--- config.mk ---
export PLATFORM = sky130hd
export DESIGN_NAME = can_accept_router
export DESIGN_NICKNAME = d
export VERILOG_FILES = /design/src/rtl/can_accept_pkg.sv /design/src/rtl/acc_filter_cmp.sv /design/src/rtl/acc_buf_select.sv /design/src/rtl/acc_flag_pair.sv /design/src/rtl/can_accept_router.sv
export SDC_FILE = /design/constraint.sdc
export NUM_CORES = 1
export LEC_CHECK = 0
export BUFFER_PORTS_ARGS = -buffer_cell sky130_fd_sc_hd__buf_2
export CORE_MARGIN = 3
export CORE_UTILIZATION = 35
export DETAILED_ROUTE_END_ITERATION = 7
export PLACE_DENSITY = 0.56
export RECOVER_POWER = 100
export SYNTH_ARGS = -nofsm -noshare
export SYNTH_HDL_FRONTEND = slang
export SYNTH_SLANG_ARGS = --single-unit
--- constraint.sdc ---
create_clock -name clk -period 12 [get_ports clk]
set_clock_uncertainty 0.2 [all_clocks]
set_input_delay 1.2 -clock clk [delete_from_list [all_inputs] [get_ports clk]]
set_output_delay 1.2 -clock clk [all_outputs]
set_load 0.03 [all_outputs]
--- src/rtl/can_accept_pkg.sv ---
package can_accept_pkg;
  localparam int SID_W = 11;
  localparam int EID_W = 18;
  localparam int DATA_CMP_W = 16;

  typedef struct packed {
    logic             ext_sel;
    logic [SID_W-1:0] sid;
    logic [EID_W-1:0] eid;
  } filt_t;

  typedef struct packed {
    logic [SID_W-1:0] sid;
    logic [EID_W-1:0] eid;
  } mask_t;

  typedef enum logic [1:0] {
    RXM_ANY = 2'b00,
    RXM_STD = 2'b01,
    RXM_EXT = 2'b10,
    RXM_ALL = 2'b11
  } rxmode_e;
endpackage

--- src/rtl/acc_filter_cmp.sv ---
module acc_filter_cmp
  import can_accept_pkg::*;
(
  input  filt_t                 filt_i,
  input  mask_t                 mask_i,
  input  logic                  ide_i,
  input  logic [SID_W-1:0]      sid_i,
  input  logic [EID_W-1:0]      eid_i,
  input  logic [DATA_CMP_W-1:0] data_i,
  input  logic                  data_en_i,
  output logic                  hit_o
);
  logic sid_ok;
  logic eid_ok;
  logic data_ok;
  logic std_ok;
  logic ext_ok;

  always_comb begin
    sid_ok  = ((sid_i ^ filt_i.sid) & mask_i.sid) == '0;
    eid_ok  = ((eid_i ^ filt_i.eid) & mask_i.eid) == '0;
    data_ok = !data_en_i ||
              (((data_i ^ filt_i.eid[DATA_CMP_W-1:0]) & mask_i.eid[DATA_CMP_W-1:0]) == '0);
    std_ok  = !ide_i && !filt_i.ext_sel && sid_ok && data_ok;
    ext_ok  = ide_i && filt_i.ext_sel && sid_ok && eid_ok;
    hit_o   = std_ok || ext_ok;
  end
endmodule

--- src/rtl/acc_buf_select.sv ---
module acc_buf_select
  import can_accept_pkg::*;
#(
  parameter int NF    = 2,
  parameter int BASE  = 0,
  parameter int IDX_W = 3
)(
  input  logic [NF-1:0]    hit_i,
  input  rxmode_e          mode_i,
  input  logic             ide_i,
  output logic             acc_o,
  output logic [IDX_W-1:0] idx_o
);
  logic             any_hit;
  logic [IDX_W-1:0] first_idx;

  always_comb begin
    any_hit   = |hit_i;
    first_idx = IDX_W'(BASE);
    for (int k = NF - 1; k >= 0; k--) begin
      if (hit_i[k]) first_idx = IDX_W'(BASE + k);
    end
    unique case (mode_i)
      RXM_ALL: begin acc_o = 1'b1;              idx_o = IDX_W'(BASE); end
      RXM_STD: begin acc_o = any_hit && !ide_i; idx_o = first_idx;    end
      RXM_EXT: begin acc_o = any_hit && ide_i;  idx_o = first_idx;    end
      default: begin acc_o = any_hit;           idx_o = first_idx;    end
    endcase
  end
endmodule

--- src/rtl/acc_flag_pair.sv ---
module acc_flag_pair (
  input  logic clk,
  input  logic rst_n,
  input  logic set_full_i,
  input  logic clr_full_i,
  input  logic set_ovf_i,
  input  logic clr_ovf_i,
  output logic full_o,
  output logic ovf_o
);
  logic full_d;
  logic ovf_d;

  always_comb begin
    full_d = full_o;
    if (clr_full_i) full_d = 1'b0;
    if (set_full_i) full_d = 1'b1;
    ovf_d = ovf_o;
    if (clr_ovf_i) ovf_d = 1'b0;
    if (set_ovf_i) ovf_d = 1'b1;
  end

  always_ff @(posedge clk or negedge rst_n) begin
    if (!rst_n) begin
      full_o <= 1'b0;
      ovf_o  <= 1'b0;
    end else begin
      full_o <= full_d;
      ovf_o  <= ovf_d;
    end
  end
endmodule

--- src/rtl/can_accept_router.sv ---
module can_accept_router
  import can_accept_pkg::*;
#(
  parameter int NFILT   = 6,
  parameter int NF_BUF0 = 2
)(
  input  logic                      clk,
  input  logic                      rst_n,
  input  logic [1:0]                rxmode0,
  input  logic [1:0]                rxmode1,
  input  logic                      spill_en,
  input  logic                      cfg_we,
  input  logic [$clog2(NFILT+2)-1:0] cfg_addr,
  input  logic [$bits(filt_t)-1:0]  cfg_wdata,
  input  logic                      frm_valid,
  input  logic                      frm_ide,
  input  logic                      frm_rtr,
  input  logic [SID_W-1:0]          frm_sid,
  input  logic [EID_W-1:0]          frm_eid,
  input  logic [7:0]                frm_data0,
  input  logic [7:0]                frm_data1,
  input  logic [3:0]                frm_dlc,
  input  logic [1:0]                clr_full,
  input  logic [1:0]                clr_ovf,
  output logic                      store_stb,
  output logic                      store_buf,
  output logic [$clog2(NFILT)-1:0]  store_hit,
  output logic                      buf0_hit,
  output logic [$clog2(NFILT)-1:0]  buf1_hit,
  output logic [1:0]                full,
  output logic [1:0]                ovf,
  output logic                      cap_ide,
  output logic                      cap_rtr,
  output logic [SID_W-1:0]          cap_sid,
  output logic [EID_W-1:0]          cap_eid,
  output logic [3:0]                cap_dlc
);
  localparam int NF_BUF1 = NFILT - NF_BUF0;
  localparam int HIT_W   = $clog2(NFILT);
  localparam int ADDR_W  = $clog2(NFILT + 2);
  localparam int NBUF    = 2;

  // reset: asynchronous assert, synchronous release
  logic [1:0] rst_pipe;
  logic       rst_int_n;

  always_ff @(posedge clk or negedge rst_n) begin
    if (!rst_n) rst_pipe <= 2'b00;
    else        rst_pipe <= {rst_pipe[0], 1'b1};
  end
  assign rst_int_n = rst_pipe[1];

  // configuration registers
  filt_t filt_q [NFILT];
  mask_t mask_q [NBUF];

  always_ff @(posedge clk or negedge rst_int_n) begin
    if (!rst_int_n) begin
      for (int n = 0; n < NFILT; n++) filt_q[n] <= '0;
      for (int b = 0; b < NBUF; b++)  mask_q[b] <= '0;
    end else if (cfg_we) begin
      for (int n = 0; n < NFILT; n++) begin
        if (cfg_addr == ADDR_W'(n)) filt_q[n] <= filt_t'(cfg_wdata);
      end
      for (int b = 0; b < NBUF; b++) begin
        if (cfg_addr == ADDR_W'(NFILT + b)) mask_q[b] <= mask_t'(cfg_wdata[$bits(mask_t)-1:0]);
      end
    end
  end

  // comparator bank
  rxmode_e          mode_w [NBUF];
  logic [NFILT-1:0] hit_vec;

  assign mode_w[0] = rxmode_e'(rxmode0);
  assign mode_w[1] = rxmode_e'(rxmode1);

  for (genvar n = 0; n < NFILT; n++) begin : g_cmp
    localparam int BI = (n < NF_BUF0) ? 0 : 1;
    acc_filter_cmp u_cmp (
      .filt_i   (filt_q[n]),
      .mask_i   (mask_q[BI]),
      .ide_i    (frm_ide),
      .sid_i    (frm_sid),
      .eid_i    (frm_eid),
      .data_i   ({frm_data0, frm_data1}),
      .data_en_i(mode_w[BI] == RXM_ANY),
      .hit_o    (hit_vec[n])
    );
  end

  logic             acc0;
  logic             acc1;
  logic [HIT_W-1:0] idx0;
  logic [HIT_W-1:0] idx1;

  acc_buf_select #(.NF(NF_BUF0), .BASE(0), .IDX_W(HIT_W)) u_sel0 (
    .hit_i (hit_vec[NF_BUF0-1:0]),
    .mode_i(mode_w[0]),
    .ide_i (frm_ide),
    .acc_o (acc0),
    .idx_o (idx0)
  );

  acc_buf_select #(.NF(NF_BUF1), .BASE(NF_BUF0), .IDX_W(HIT_W)) u_sel1 (
    .hit_i (hit_vec[NFILT-1:NF_BUF0]),
    .mode_i(mode_w[1]),
    .ide_i (frm_ide),
    .acc_o (acc1),
    .idx_o (idx1)
  );

  // routing decision
  logic [1:0]       full_eff;
  logic             st_d;
  logic             sbuf_d;
  logic [HIT_W-1:0] shit_d;
  logic [1:0]       set_full;
  logic [1:0]       set_ovf;

  always_comb begin
    full_eff = full & ~clr_full;
    st_d     = 1'b0;
    sbuf_d   = 1'b0;
    shit_d   = '0;
    set_full = 2'b00;
    set_ovf  = 2'b00;
    if (frm_valid) begin
      if (acc0) begin
        if (!full_eff[0]) begin
          st_d = 1'b1; sbuf_d = 1'b0; shit_d = idx0;
        end else if (spill_en) begin
          if (!full_eff[1]) begin
            st_d = 1'b1; sbuf_d = 1'b1; shit_d = idx0;
          end else begin
            set_ovf[1] = 1'b1;
          end
        end else begin
          set_ovf[0] = 1'b1;
        end
      end else if (acc1) begin
        if (!full_eff[1]) begin
          st_d = 1'b1; sbuf_d = 1'b1; shit_d = idx1;
        end else begin
          set_ovf[1] = 1'b1;
        end
      end
    end
    if (st_d) set_full[sbuf_d] = 1'b1;
  end

  for (genvar b = 0; b < NBUF; b++) begin : g_flag
    acc_flag_pair u_flag (
      .clk       (clk),
      .rst_n     (rst_int_n),
      .set_full_i(set_full[b]),
      .clr_full_i(clr_full[b]),
      .set_ovf_i (set_ovf[b]),
      .clr_ovf_i (clr_ovf[b]),
      .full_o    (full[b]),
      .ovf_o     (ovf[b])
    );
  end

  // output and capture registers
  logic             buf0_hit_d;
  logic [HIT_W-1:0] buf1_hit_d;
  logic             cap_ide_d;
  logic             cap_rtr_d;
  logic [SID_W-1:0] cap_sid_d;
  logic [EID_W-1:0] cap_eid_d;
  logic [3:0]       cap_dlc_d;

  always_comb begin
    buf0_hit_d = (st_d && !sbuf_d) ? shit_d[0] : buf0_hit;
    buf1_hit_d = (st_d &&  sbuf_d) ? shit_d    : buf1_hit;
    cap_ide_d  = st_d ? frm_ide : cap_ide;
    cap_rtr_d  = st_d ? frm_rtr : cap_rtr;
    cap_sid_d  = st_d ? frm_sid : cap_sid;
    cap_eid_d  = st_d ? frm_eid : cap_eid;
    cap_dlc_d  = st_d ? frm_dlc : cap_dlc;
  end

  always_ff @(posedge clk or negedge rst_int_n) begin
    if (!rst_int_n) begin
      store_stb <= 1'b0;
      store_buf <= 1'b0;
      store_hit <= '0;
      buf0_hit  <= 1'b0;
      buf1_hit  <= '0;
      cap_ide   <= 1'b0;
      cap_rtr   <= 1'b0;
      cap_sid   <= '0;
      cap_eid   <= '0;
      cap_dlc   <= '0;
    end else begin
      store_stb <= st_d;
      store_buf <= sbuf_d;
      store_hit <= shit_d;
      buf0_hit  <= buf0_hit_d;
      buf1_hit  <= buf1_hit_d;
      cap_ide   <= cap_ide_d;
      cap_rtr   <= cap_rtr_d;
      cap_sid   <= cap_sid_d;
      cap_eid   <= cap_eid_d;
      cap_dlc   <= cap_dlc_d;
    end
  end
endmodule

Word-level counts from Yosys, hierarchy flattened

Index checks and enable logic that the tools add are counted.
Widths: inputs -> output; s select.

Register bits after elaboration: 288
Output and inout port bits: 48
Logic and storage cells: 235

Order comparisons: 2
Equality and inequality tests: 13
Muxes and demuxes: 45
Bitwise gates (word level): 38
Reductions and logical operators: 100

Operators with widths:

| cell               | number |
|---|---|
| $and 18x18->18     | 6 |
| $logic_not 18->1   | 6 |
| $xor 18x18->18     | 6 |
| $and 16x16->16     | 6 |
| $logic_not 16->1   | 6 |
| $xor 16x16->16     | 6 |
| $and 11x11->11     | 6 |
| $logic_not 11->1   | 6 |
| $xor 11x11->11     | 6 |
| $logic_and 1x1->1  | 43 |
| $mux 3             | 12 |
| $mux 1             | 27 |
| $reduce_and 2->1   | 8 |
| $eq 3x3->1 const B | 4 |
| $logic_or 1x1->1   | 12 |
| $logic_not 1->1    | 10 |
| $eq 2x2->1 const B | 4 |
| $reduce_bool 2->1  | 4 |
| $eq 3x2->1 const B | 2 |
| $mux 2             | 3 |
| $pmux 1 s3         | 2 |
| $eq 2x1->1 const B | 2 |
| $logic_not 2->1    | 2 |
| $reduce_or 4->1    | 1 |
| 8 further kinds    | 8 |

Logic depth before layout (Yosys ltp)

Depth in word-level cells: 18
Gate-level depth with buffers: 11

Cells and area by module

A second synthesis with hierarchy kept.

Cells, all modules: 1142
Area, all modules: 14946.8 µm²

By module, submodules not included:

| module                   | instances | cells an instance | area an instance (µm²) |
|---|---|---|---|
| can_accept_router        | 1         | 626               | 10744.1 |
| acc_filter_cmp           | 6         | 79                | 640.6 |
| acc_flag_pair            | 2         | 6                 | 72.6 |
| acc_buf_select at u_sel1 | 1         | 16                | 108.9 |
| acc_buf_select at u_sel0 | 1         | 14                | 105.1 |

Least setup slack after synthesis

OpenSTA, ideal clock, no wires.

Path type: input port to flip-flop
Start point: input frm_eid[1]
End point: register cap_dlc[1]
Setup time: 0.125 ns
Arrival time: 3.499 ns
Slack: 8.176 ns
Cell stages on the path: 11
Buffers on the path: 2
Cells stage by stage: buf_2 -> xor2_1 -> a22oi_1 -> nand4_1 -> a2111oi_1 -> a22oi_1 -> a21oi_2 -> nor2_2 -> o31ai_4 -> buf_8 -> mux2_4

Longest elaborated chain between the ends: 11

RTL lines:

| item                                        | line                                       | source |
|---|---|---|
| start, declared                             | can_accept_router.sv:19                    | `input logic [EID_W-1:0] frm_eid,` |
| $xor 18x18->18                              | acc_filter_cmp.sv:21                       | `eid_ok = ((eid_i ^ filt_i.eid) & mask_i.eid) == '0;` |
| $and 18x18->18                              | acc_filter_cmp.sv:21                       |  |
| $logic_not 18->1                            | acc_filter_cmp.sv:21                       |  |
| $logic_and 1x1->1                           | acc_filter_cmp.sv:25                       | `ext_ok = ide_i && filt_i.ext_sel && sid_ok && eid_ok;` |
| $logic_or 1x1->1                            | acc_filter_cmp.sv:26                       | `hit_o = std_ok \|\| ext_ok;` |
| $reduce_or 4->1                             | acc_buf_select.sv:18                       | `any_hit = \|hit_i;` |
| $logic_and 1x1->1, on equally long branches | acc_buf_select.sv:26, acc_buf_select.sv:25 |  |
| $pmux 1 s3                                  | acc_buf_select.sv:23                       | `unique case (mode_i)` |
| $mux 1                                      | can_accept_router.sv:141                   | `end else if (acc1) begin` |
| $mux 1 (*)                                  | can_accept_router.sv:129                   | `if (acc0) begin` |
| $mux 1 (*)                                  | can_accept_router.sv:128                   | `if (frm_valid) begin` |
| end signal, assigned                        | can_accept_router.sv:206                   | `cap_dlc <= cap_dlc_d;` |
| end, declared                               | can_accept_router.sv:36                    | `output logic [3:0] cap_dlc` |

Mark *: on every way between the ends. The rest lies on a longest branch, timed or not.
A chain may end at the register's enable or synchronous reset.

==> run metrics <==
status finished with violations; failing checks max-capacitance violations, max-slew violations; DIE WIDTH 214 um; gr ovfl total 0; Final Setup Violations 0; Post-synth EDFFs 0; area grow syn2layout 13.1%; Site Rows 75; Initial Utilization 0.358; switching share of total power 0.349; routed length per instance 22.9 um; fin util 0.405; Post-CTS Setup Inserts 0; Synthesized Nets 1312; CP Depth 2; initial antenna violation count 4; clk sinks approximately 290; total CTS buffers 37; Detailed Route WL 43900 um; io pins 145; synth unique cells 47; Critical Path Start rst_pipe[1]; Switch Pwr about 1.2 mW; Antenna Violating Nets Remaining 0; die area ~46000 um^2; Power Internal between 2 and 2.5 mW; Rel. slew slack -1.74; Die Span Y about 210 um; CP required roughly 12000 ps; maxcap violations 13; first-pass GRT wire length approximately 66000 um; hold path cells 0; multi-input logic area about 7300 um^2; Max rail drop VDD 154 uV; area leader, netlist dfrtp_1; top-area cell type share of the netlist area 0.474; Worst-path clk slew approximately 50 ps; family with the most delay on the worst path buffers and inverters; CP Cell Sequence clkbuf_1 -> buf_4; Crit Path Class reg2async; Reg-to-Reg End filt_q[158]; Pleak between 7 and 8 nW; Core ar. ~42000 um^2; share of layout cells above drive strength 1 0.299; crit path max fanout 78; vias in the first global route 10.5k; Design Power around 3.4 mW; Avg Vias per Cell roughly 5.2; Post-DP HPWL around 31000 um; Max Slew Vio Count 483; startpoint types flop; Flop pwr share 0.423; Logic pwr share 0.266; H-tree levels 2; Max Clock Freq 157 MHz; Total GRT Usage 0.189; largest net degree at the start of global routing slightly below 80; final net count approximately 1.4k; worst reg-to-reg setup slack approximately 5600 ps; pre-CTS setup slack about 7200 ps; RSZ-0062 raised after global routing false; post-cts resize count 0; clk_lat worst skew between 500 and 600 ps; Final period util 0.531; number of remaining DRC errors 0; Worst Reg-to-Reg Cells 2; clk root buf clkbuf_16; cts hold-fix bufs 0; post-synthesis cell area around 15000 um^2; 1st-iter DRT viols between 600 and 700; FF+latch count, synth 288; top cells by count, synth dfrtp_1, xor2_1, mux2_2; CTS tree built; reg-to-reg startpoint rst_pipe[1]; max incr delay on CP 2810 ps; Final Hold Vio Count 0; Main synth FF type dfrtp_1; GPL Wtd Cong between 0.9 and 1; minimum clock period around 6400 ps; slowest CP cell clkbuf_1; top-count cell post-synth dfrtp_1; clock tree buffer depth 3; Worst setup endpoint filt_q[158]; clock network power share 0.311; fill cell count between 4k and 5k; Worst Hold Launch rst_pipe[0]; final setup TNS 0 ps; via count approximately 10k; worst path arrival time ~6700 ps; Ys Warns 0; Pwr Density 200 nW/um^2; asr flop ratio synth 1.00; Syn Area/Cell about 13 um^2; iteration count of the initial detailed-routing pass 7; IO Port Bufs between 100 and 150; CP Capture Type asynchronous set/reset pin; post-synthesis sequential area ratio 0.474; worst path bufs/invs 2; Cells after Synth ~1.2k; Min-Delay Path Class reg2reg; Worst Max-Slew Pin Slew ~4100 ps; Register Area around 7200 um^2; largest cells by area after synthesis dfrtp_1, mux2_2, xor2_1; final setup margin 5630 ps
-- worst reg2reg max path, cell delays in order, from the launching register on --
cell and delay, ps:
dfrtp_1 2070, clkbuf_1 2820, buf_4 1210
-- area by class of cell --
type,count,area share
inverter,10,0.00218
tap,577,0.0420
multi-input combinational,818,0.426
antenna,1,0.000146
sequential,288,0.419
timing repair buffer,159,0.0419
clock inverter,11,0.00713
clock buffer,53,0.0609
-- routing by layer --
metal	vias up	wire length, um	global-route usage
met5	-	42	0
met4	6	1310	0.0656
met3	75	2180	0.0350
met2	246	20300	0.302
met1	5169	20000	0.258
li1	4524	-	-
-- metrics by stage --
stage | std cells | area [um^2] | hold slack (ps)
finish | 1917 | 17200 | 153
global route | 1916 | 17200 | 170
CTS | 1916 | 17400 | 158
detailed placement | 1852 | 16300 | 140
global placement | 1852 | 16300 | 139
floorplan | 1209 | 15200 | 131
-- kinds of logic after synthesis --
kind of cell / after synthesis / share of synthesized area
mux: 274 / 0.210
other cells: 1 / 0.000247
xor+xnor: 272 / 0.157
compound gates: 170 / 0.0843
fa+ha+maj: 6 / 0.00494
simple gates: 95 / 0.0340
flops: 288 / 0.474
buf+inv: 103 / 0.0356
-- cells in the final DEF, fill, tap and decap left out, types with 3 or more instances in the layout --
| cell type | n |
|---|---|
| clkbuf_8 | 6 |
| nand2b_1 | 5 |
| clkinv_4 | 3 |
| ha_1 | 6 |
| nor2_1 | 11 |
| nor4_1 | 6 |
| dfrtp_1 | 288 |
| nor3_1 | 3 |
| nand2_1 | 26 |
| a22oi_1 | 127 |
| nand4b_1 | 3 |
| mux2_1 | 28 |
| nand4_1 | 31 |
| inv_1 | 10 |
| clkbuf_1 | 75 |
| a21oi_1 | 13 |
| clkbuf_16 | 37 |
| o21ai_0 | 9 |
| a2111oi_0 | 3 |
| xor2_1 | 270 |
| a22o_1 | 4 |
| buf_2 | 92 |
| mux2_2 | 245 |
-- worst min-delay path by stage --
stage / endpoint
finish: rst_pipe[1]
global route: rst_pipe[1]
CTS: rst_pipe[1]
detailed placement: rst_pipe[1]
global placement: rst_pipe[1]
floorplan: rst_pipe[1]
-- power groups by stage --
stage          sequential, mW  combinational (mW)  clock, mW
2_1_floorplan            1.52               0.597          0
3_3_place_gp             1.47               0.965          0
3_5_place_dp             1.47               0.974          0
4_1_cts                  1.46               0.978       1.10
5_1_grt                  1.49               0.987       1.14
6_report                 1.46               0.915       1.07
-- flip-flops by register name, summed over array words and instances (netlist names) --
| name | count |
|---|---|
| cap_eid | 18 |
| cap_dlc | 4 |
| buf1_hit | 3 |
| g_flag.u_flag.ovf_o | 2 |
| store_stb | 1 |
| store_buf | 1 |
| rst_pipe | 2 |
| filt_q | 180 |
| mask_q | 58 |
| g_flag.u_flag.full_o | 2 |
| cap_sid | 11 |
| buf0_hit | 1 |
| cap_ide | 1 |
| cap_rtr | 1 |
| store_hit | 3 |
No activity file was read; power rests on OpenSTA's default activity.
